**config.mk**
```make
export PLATFORM = sky130hd
export DESIGN_NAME = rtc_bcd_core
export DESIGN_NICKNAME = d
export VERILOG_FILES = /design/src/rtl/rtc_pkg.sv /design/src/rtl/rtc_prescaler.sv /design/src/rtl/rtc_bcd_field.sv /design/src/rtl/rtc_month_len.sv /design/src/rtl/rtc_bcd_core.sv
export SDC_FILE = /design/constraint.sdc
export NUM_CORES = 1
export LEC_CHECK = 0
export CAP_MARGIN = 25
export CORE_UTILIZATION = 42
export DETAILED_ROUTE_END_ITERATION = 10
export GPL_TIMING_DRIVEN = 0
export SLEW_MARGIN = 30
export SYNTH_ARGS = -nofsm -noshare
export SYNTH_HDL_FRONTEND = slang
export SYNTH_SLANG_ARGS = --single-unit
export TNS_END_PERCENT = 20
```
**constraint.sdc**
```tcl
create_clock -name clk_i -period 6.8 [get_ports clk_i]
set_clock_uncertainty 0.15 [all_clocks]
set_input_delay 1.02 -clock clk_i [delete_from_list [all_inputs] [get_ports clk_i]]
set_output_delay 1.02 -clock clk_i [all_outputs]
set_load 0.005 [all_outputs]
```
**src/rtl/rtc_pkg.sv**
```systemverilog
package rtc_pkg;
  localparam int unsigned NUM_FIELDS = 7;
  localparam logic [2:0] ADDR_SEC  = 3'd0;
  localparam logic [2:0] ADDR_CTRL = 3'd7;

  // Bits each field keeps. Bit 7 of the seconds byte is held outside the field.
  function automatic logic [7:0] field_mask(int unsigned idx);
    case (idx)
      0, 1:    return 8'h7F;
      2, 4:    return 8'h3F;
      3:       return 8'h07;
      5:       return 8'h1F;
      default: return 8'hFF;
    endcase
  endfunction

  function automatic logic [7:0] field_min(int unsigned idx);
    case (idx)
      3, 4, 5: return 8'h01;
      default: return 8'h00;
    endcase
  endfunction

  // Digit-wise step: a low digit of 9 becomes 0 and the tens digit moves up; otherwise binary +1
  function automatic logic [7:0] bcd_step(logic [7:0] v, logic [7:0] mask);
    logic [7:0] nxt;
    if (v[3:0] == 4'h9) nxt = {v[7:4] + 4'h1, 4'h0};
    else                nxt = v + 8'h01;
    return nxt & mask;
  endfunction
endpackage

```
**src/rtl/rtc_prescaler.sv**
```systemverilog
module rtc_prescaler #(
  parameter int unsigned CNT_W = 15
) (
  input  logic             clk_i,
  input  logic             rst_ni,
  input  logic             en_i,
  input  logic             halt_i,
  input  logic             clr_i,
  output logic [CNT_W-1:0] cnt_o,
  output logic             tick_o
);
  localparam logic [CNT_W-1:0] CntMax = {CNT_W{1'b1}};

  logic [CNT_W-1:0] cnt_q;

  always_ff @(posedge clk_i or negedge rst_ni) begin
    if (!rst_ni)                 cnt_q <= '0;
    else if (clr_i)              cnt_q <= '0;
    else if (en_i && !halt_i)    cnt_q <= cnt_q + 1'b1;
  end

  assign tick_o = en_i && !halt_i && !clr_i && (cnt_q == CntMax);
  assign cnt_o  = cnt_q;
endmodule

```
**src/rtl/rtc_bcd_field.sv**
```systemverilog
module rtc_bcd_field #(
  parameter logic [7:0] MASK = 8'hFF,
  parameter logic [7:0] MIN  = 8'h00
) (
  input  logic       clk_i,
  input  logic       rst_ni,
  input  logic       inc_i,
  input  logic [7:0] max_i,
  input  logic       we_i,
  input  logic [7:0] wdata_i,
  output logic [7:0] val_o,
  output logic       wrap_o
);
  import rtc_pkg::*;

  logic [7:0] val_q;
  logic       at_max;

  assign at_max = (val_q == max_i);

  always_ff @(posedge clk_i or negedge rst_ni) begin
    if (!rst_ni)    val_q <= MIN;
    else if (we_i)  val_q <= wdata_i & MASK;
    else if (inc_i) val_q <= at_max ? MIN : bcd_step(val_q, MASK);
  end

  assign wrap_o = inc_i && at_max;
  assign val_o  = val_q;
endmodule

```
**src/rtl/rtc_month_len.sv**
```systemverilog
module rtc_month_len (
  input  logic [7:0] month_i,
  input  logic       yr_tens_lsb_i,
  input  logic [1:0] yr_unit_i,
  output logic [7:0] last_day_o
);
  logic [1:0] mod4;
  logic       leap;

  // (10*tens + units) mod 4 == (2*tens + units) mod 4
  assign mod4 = yr_unit_i + {yr_tens_lsb_i, 1'b0};
  assign leap = (mod4 == 2'd0);

  always_comb begin
    case (month_i)
      8'h02:                      last_day_o = leap ? 8'h29 : 8'h28;
      8'h04, 8'h06, 8'h09, 8'h11: last_day_o = 8'h30;
      default:                    last_day_o = 8'h31;
    endcase
  end
endmodule

```
**src/rtl/rtc_bcd_core.sv**
```systemverilog
module rtc_bcd_core #(
  parameter int unsigned PRESC_W = 15
) (
  input  logic       clk_i,
  input  logic       rst_ni,
  input  logic       tick32k_i,
  input  logic       we_i,
  input  logic [2:0] addr_i,
  input  logic [7:0] wdata_i,
  output logic [7:0] rdata_o
);
  import rtc_pkg::*;

  logic [NUM_FIELDS-1:0][7:0] fld_q;
  logic [NUM_FIELDS-1:0][7:0] fld_max;
  logic [NUM_FIELDS-1:0]      fld_inc;
  logic [NUM_FIELDS-1:0]      fld_wrap;
  logic [NUM_FIELDS-1:0]      fld_we;
  logic [PRESC_W-1:0]         presc_cnt;
  logic                       sec_tick;
  logic                       halt_q;
  logic [7:0]                 ctrl_q;
  logic [7:0]                 last_day;
  logic                       sec_wr;

  assign sec_wr = we_i && (addr_i == ADDR_SEC);

  always_ff @(posedge clk_i or negedge rst_ni) begin
    if (!rst_ni) begin
      halt_q <= 1'b1;
      ctrl_q <= 8'h00;
    end else if (we_i) begin
      if (addr_i == ADDR_SEC)  halt_q <= wdata_i[7];
      if (addr_i == ADDR_CTRL) ctrl_q <= wdata_i;
    end
  end

  rtc_prescaler #(.CNT_W(PRESC_W)) i_presc (
    .clk_i  (clk_i),
    .rst_ni (rst_ni),
    .en_i   (tick32k_i),
    .halt_i (halt_q),
    .clr_i  (sec_wr),
    .cnt_o  (presc_cnt),
    .tick_o (sec_tick)
  );

  rtc_month_len i_mlen (
    .month_i       (fld_q[5]),
    .yr_tens_lsb_i (fld_q[6][4]),
    .yr_unit_i     (fld_q[6][1:0]),
    .last_day_o    (last_day)
  );

  // Carry chain: sec -> min -> hour -> {weekday, date} ; date -> month -> year
  assign fld_inc[0] = sec_tick;
  assign fld_inc[1] = fld_wrap[0];
  assign fld_inc[2] = fld_wrap[1];
  assign fld_inc[3] = fld_wrap[2];
  assign fld_inc[4] = fld_wrap[2];
  assign fld_inc[5] = fld_wrap[4];
  assign fld_inc[6] = fld_wrap[5];

  assign fld_max[0] = 8'h59;
  assign fld_max[1] = 8'h59;
  assign fld_max[2] = 8'h23;
  assign fld_max[3] = 8'h07;
  assign fld_max[4] = last_day;
  assign fld_max[5] = 8'h12;
  assign fld_max[6] = 8'h99;

  for (genvar gi = 0; gi < NUM_FIELDS; gi++) begin : g_field
    assign fld_we[gi] = we_i && (addr_i == 3'(gi));

    rtc_bcd_field #(
      .MASK (field_mask(gi)),
      .MIN  (field_min(gi))
    ) i_field (
      .clk_i   (clk_i),
      .rst_ni  (rst_ni),
      .inc_i   (fld_inc[gi]),
      .max_i   (fld_max[gi]),
      .we_i    (fld_we[gi]),
      .wdata_i (wdata_i),
      .val_o   (fld_q[gi]),
      .wrap_o  (fld_wrap[gi])
    );
  end

  always_comb begin
    if (addr_i == ADDR_SEC)       rdata_o = {halt_q, fld_q[0][6:0]};
    else if (addr_i == ADDR_CTRL) rdata_o = ctrl_q;
    else                          rdata_o = fld_q[addr_i];
  end
endmodule

```
==> flow_summary.ini <==
[placed_design]
place.gp.congestion = 0.816
place.detailed.instances = 684
detailed_place_hpwl_um = 8900
port-buffer-count = 18
dp_worst_setup_slack_ns = 1.80

[grt]
grt_overflow_total = 0
grt_pass1_vias = 3798
grt_antenna_before_repair = 0
grt_first_pass_wirelength_um = 20000
grt_start_max_net_pins = 46
groute.usage.overall = 0.231

[layout]
layoutNonFillerInstCount = 700
area.growth.synth_to_final_pct = 13.1
count_of_filler_cells_inserted_in_the_layout = 1042
nets = 594
drive_gt1_frac = 0.106
insertedDiodeCount = 0

[logic_synthesis]
ys_seq_area_frac = 0.362
synth-async-reset-ratio = 1.00
dominantRegCellSynth = sky130_fd_sc_hd__dfrtp_1
synth.distinct_cells = 64
synth_top_cell_area_share = 0.339
syn_nets = 564
ys_warn_count = 0
number_of_enable_flip_flop_cells_after_synthesis = 0
synth.top_cells.by_count = sky130_fd_sc_hd__nand2_1, sky130_fd_sc_hd__dfrtp_1, sky130_fd_sc_hd__nor2_1
post_synth_main_area_contributors = sky130_fd_sc_hd__dfrtp_1, sky130_fd_sc_hd__ha_1, sky130_fd_sc_hd__nand2_1, sky130_fd_sc_hd__nor2_1, sky130_fd_sc_hd__o21ai_0
post-synth-top-count-cell = sky130_fd_sc_hd__nand2_1
yosys_register_bits = 66
post_synthesis_instance_area_um2 = 4580
yosys.area.top_type = sky130_fd_sc_hd__dfrtp_1
synthesis.instances = 529
synthesis.area_per_instance_um2 = 8.65

[detailed_routing]
route.detailed.vias_per_inst = 5.86
ant_nets_after_route = 0
residual_drc_count = 0
first_iter_violations = 270
route.final.wire_length_um = 12300
detail_route.wl_per_cell_um = 17.5
vias = 4099
dr.pass1.iters = 5

[floorplanning]
dieHeight_um = 106
core.rowCount = 37
core_area_um2 = 10500
die_w_um = 106
ios = 23
start_util = 0.437
die_area_um2 = 11300

[sta]
final.setup.worst_slack_ns = 2.11
hold_slack_ns = 0.343
finalMaxSlewViolations = 0
min_period_over_period = 0.690
highest_clock_rate_mhz = 213
tightestPinTransition_ns = 0.970
grt_setup_unrepaired = no
slew_headroom = 0.344
setup_viol = 0
timing.final.hold_violations = 0
final.setup.tns_ns = 0
layout_min_cycle_time_ns = 4.69

[power_and_ir_drop]
power.density_nw_per_um2 = 257
total_leakage_power_uw = 0.00211
peakVddDrop_mv = 0.143

[critical_path]
endpoint_kind = flip-flop
r2r.worst_path.cells = 11
cp_launch_type = input port
endpoint_required_time_on_the_critical_path_ns = 6.93
largest_fanout_of_any_net_on_the_critical_path = 10
worst_ep_arrival_time_ns = 4.82
timing_worst_setup_path_type = in -> reg

[cts]
cts_inserted_buffers = 9
clkLatencyLatePin_ns = 0.36
htree_num_levels = 3
clock_tree.root_cell = sky130_fd_sc_hd__clkbuf_8
max-clock-path-buffers = 2
cts.repair.resized = 0
post-cts-setup-buffer-count = 0
clock_sink_count = 66
tritoncts_clock_tree = built
postCtsHoldBufs = 0
cts.reportedPaths.clkPinSlew_ns = 0.08

[run_status]
run_status = finished, final reports clean

[worst_hold_path]
holdPathStages = 2
hold_path.class = reg -> reg

[run]
drv_cap = 0
-- placed cells by master, fill, tap and decap left out, drive strengths merged, types with 9 or more instances in the layout --
| cell | instances |
|---|---|
| dfrtp | 62 |
| o21ai | 41 |
| clkbuf | 32 |
| inv | 23 |
| mux2i | 16 |
| nand3 | 19 |
| a21oi | 26 |
| clkdlybuf4s50 | 17 |
| nor2b | 12 |
| nand2 | 64 |
| mux2 | 11 |
| nand4 | 9 |
| a31oi | 14 |
| ha | 20 |
| xnor2 | 11 |
| nor2 | 57 |
-- kinds of logic (layout without fill, tap and decap cells) --
kind of cell	count (synthesis)	count (layout)	share of synthesized area
compound gates	116	116	0.155
xor+xnor	19	19	0.0364
fa+ha+maj	20	20	0.0547
buf+inv	52	87	0.0498
flops	66	66	0.362
mux	33	33	0.0916
simple gates	223	223	0.251
-- where the power goes --
group	internal [µW]	leakage (µW)	switching, µW
combinational	186	0.00122	192
sequential	472	0.000792	100
clock	207	0.0000987	171
-- metrics by stage --
stage          total power, µW   util  area (µm²)
6_report                  1330  0.495        5180
5_1_grt                   1420  0.495        5180
4_1_cts                   1330  0.495        5180
3_5_place_dp               954  0.474        4960
3_3_place_gp               937  0.471        4930
2_1_floorplan              821      -        4580
-- layer usage --
layer  up-vias  routed length (µm)  GRT usage
li1       1960                   -          -
met1      2014                5890      0.321
met2       104                5540      0.363
met3        21                 629     0.0454
met4         0                 217     0.0655
met5         -                   0          0
-- area by class of cell --
| class | count | area [µm²] | area share |
|---|---|---|---|
| plain buffers | 29 | 141 | 0.0273 |
| clock buffers | 10 | 128 | 0.0247 |
| clock inverters | 6 | 91.3 | 0.0176 |
| inverters | 23 | 86.3 | 0.0167 |
| multi-input cells | 411 | 2700 | 0.521 |
| flip-flops and latches | 66 | 1660 | 0.320 |
| well taps | 136 | 170 | 0.0329 |
| repair buffers | 19 | 205 | 0.0396 |
-- flip-flops by register name (all words and copies together), names as in the netlist --
| signal | flops |
|---|---|
| ctrl_q | 8 |
| i_presc.cnt_o | 15 |
| halt_q | 1 |
| g_field.i_field.val_o | 42 |
-- final timing paths --
check,start,to,slack (ns)
max,tick32k_i,g_field[6].i_field.val_o[2]$_DFFE_PN0P_,2.11
min,ctrl_q[0]$_DFFE_PN0P_,ctrl_q[0]$_DFFE_PN0P_,0.34
max reg2reg,i_presc.cnt_o[0]$_DFFE_PN0P_,g_field[6].i_field.val_o[2]$_DFFE_PN0P_,2.66
min reg2reg,ctrl_q[0]$_DFFE_PN0P_,ctrl_q[0]$_DFFE_PN0P_,0.34
max in group asynchronous,rst_ni,halt_q$_DFFE_PN1P_,5.49
min in group asynchronous,rst_ni,g_field[5].i_field.val_o[2]$_DFFE_PN0P_,0.41
-- worst max-delay path, stage by stage --
cell	delay, ns
sky130_fd_sc_hd__clkdlybuf4s50_1	0.49
sky130_fd_sc_hd__nand4b_1	0.13
sky130_fd_sc_hd__or4_1	0.47
sky130_fd_sc_hd__buf_2	0.18
sky130_fd_sc_hd__or4_4	0.53
sky130_fd_sc_hd__buf_6	0.16
sky130_fd_sc_hd__nor4_2	0.65
sky130_fd_sc_hd__nand3_1	0.22
sky130_fd_sc_hd__clkbuf_1	0.28
sky130_fd_sc_hd__or4_1	0.51
sky130_fd_sc_hd__a31oi_1	0.18
No activity file was read; power rests on OpenSTA's default activity.
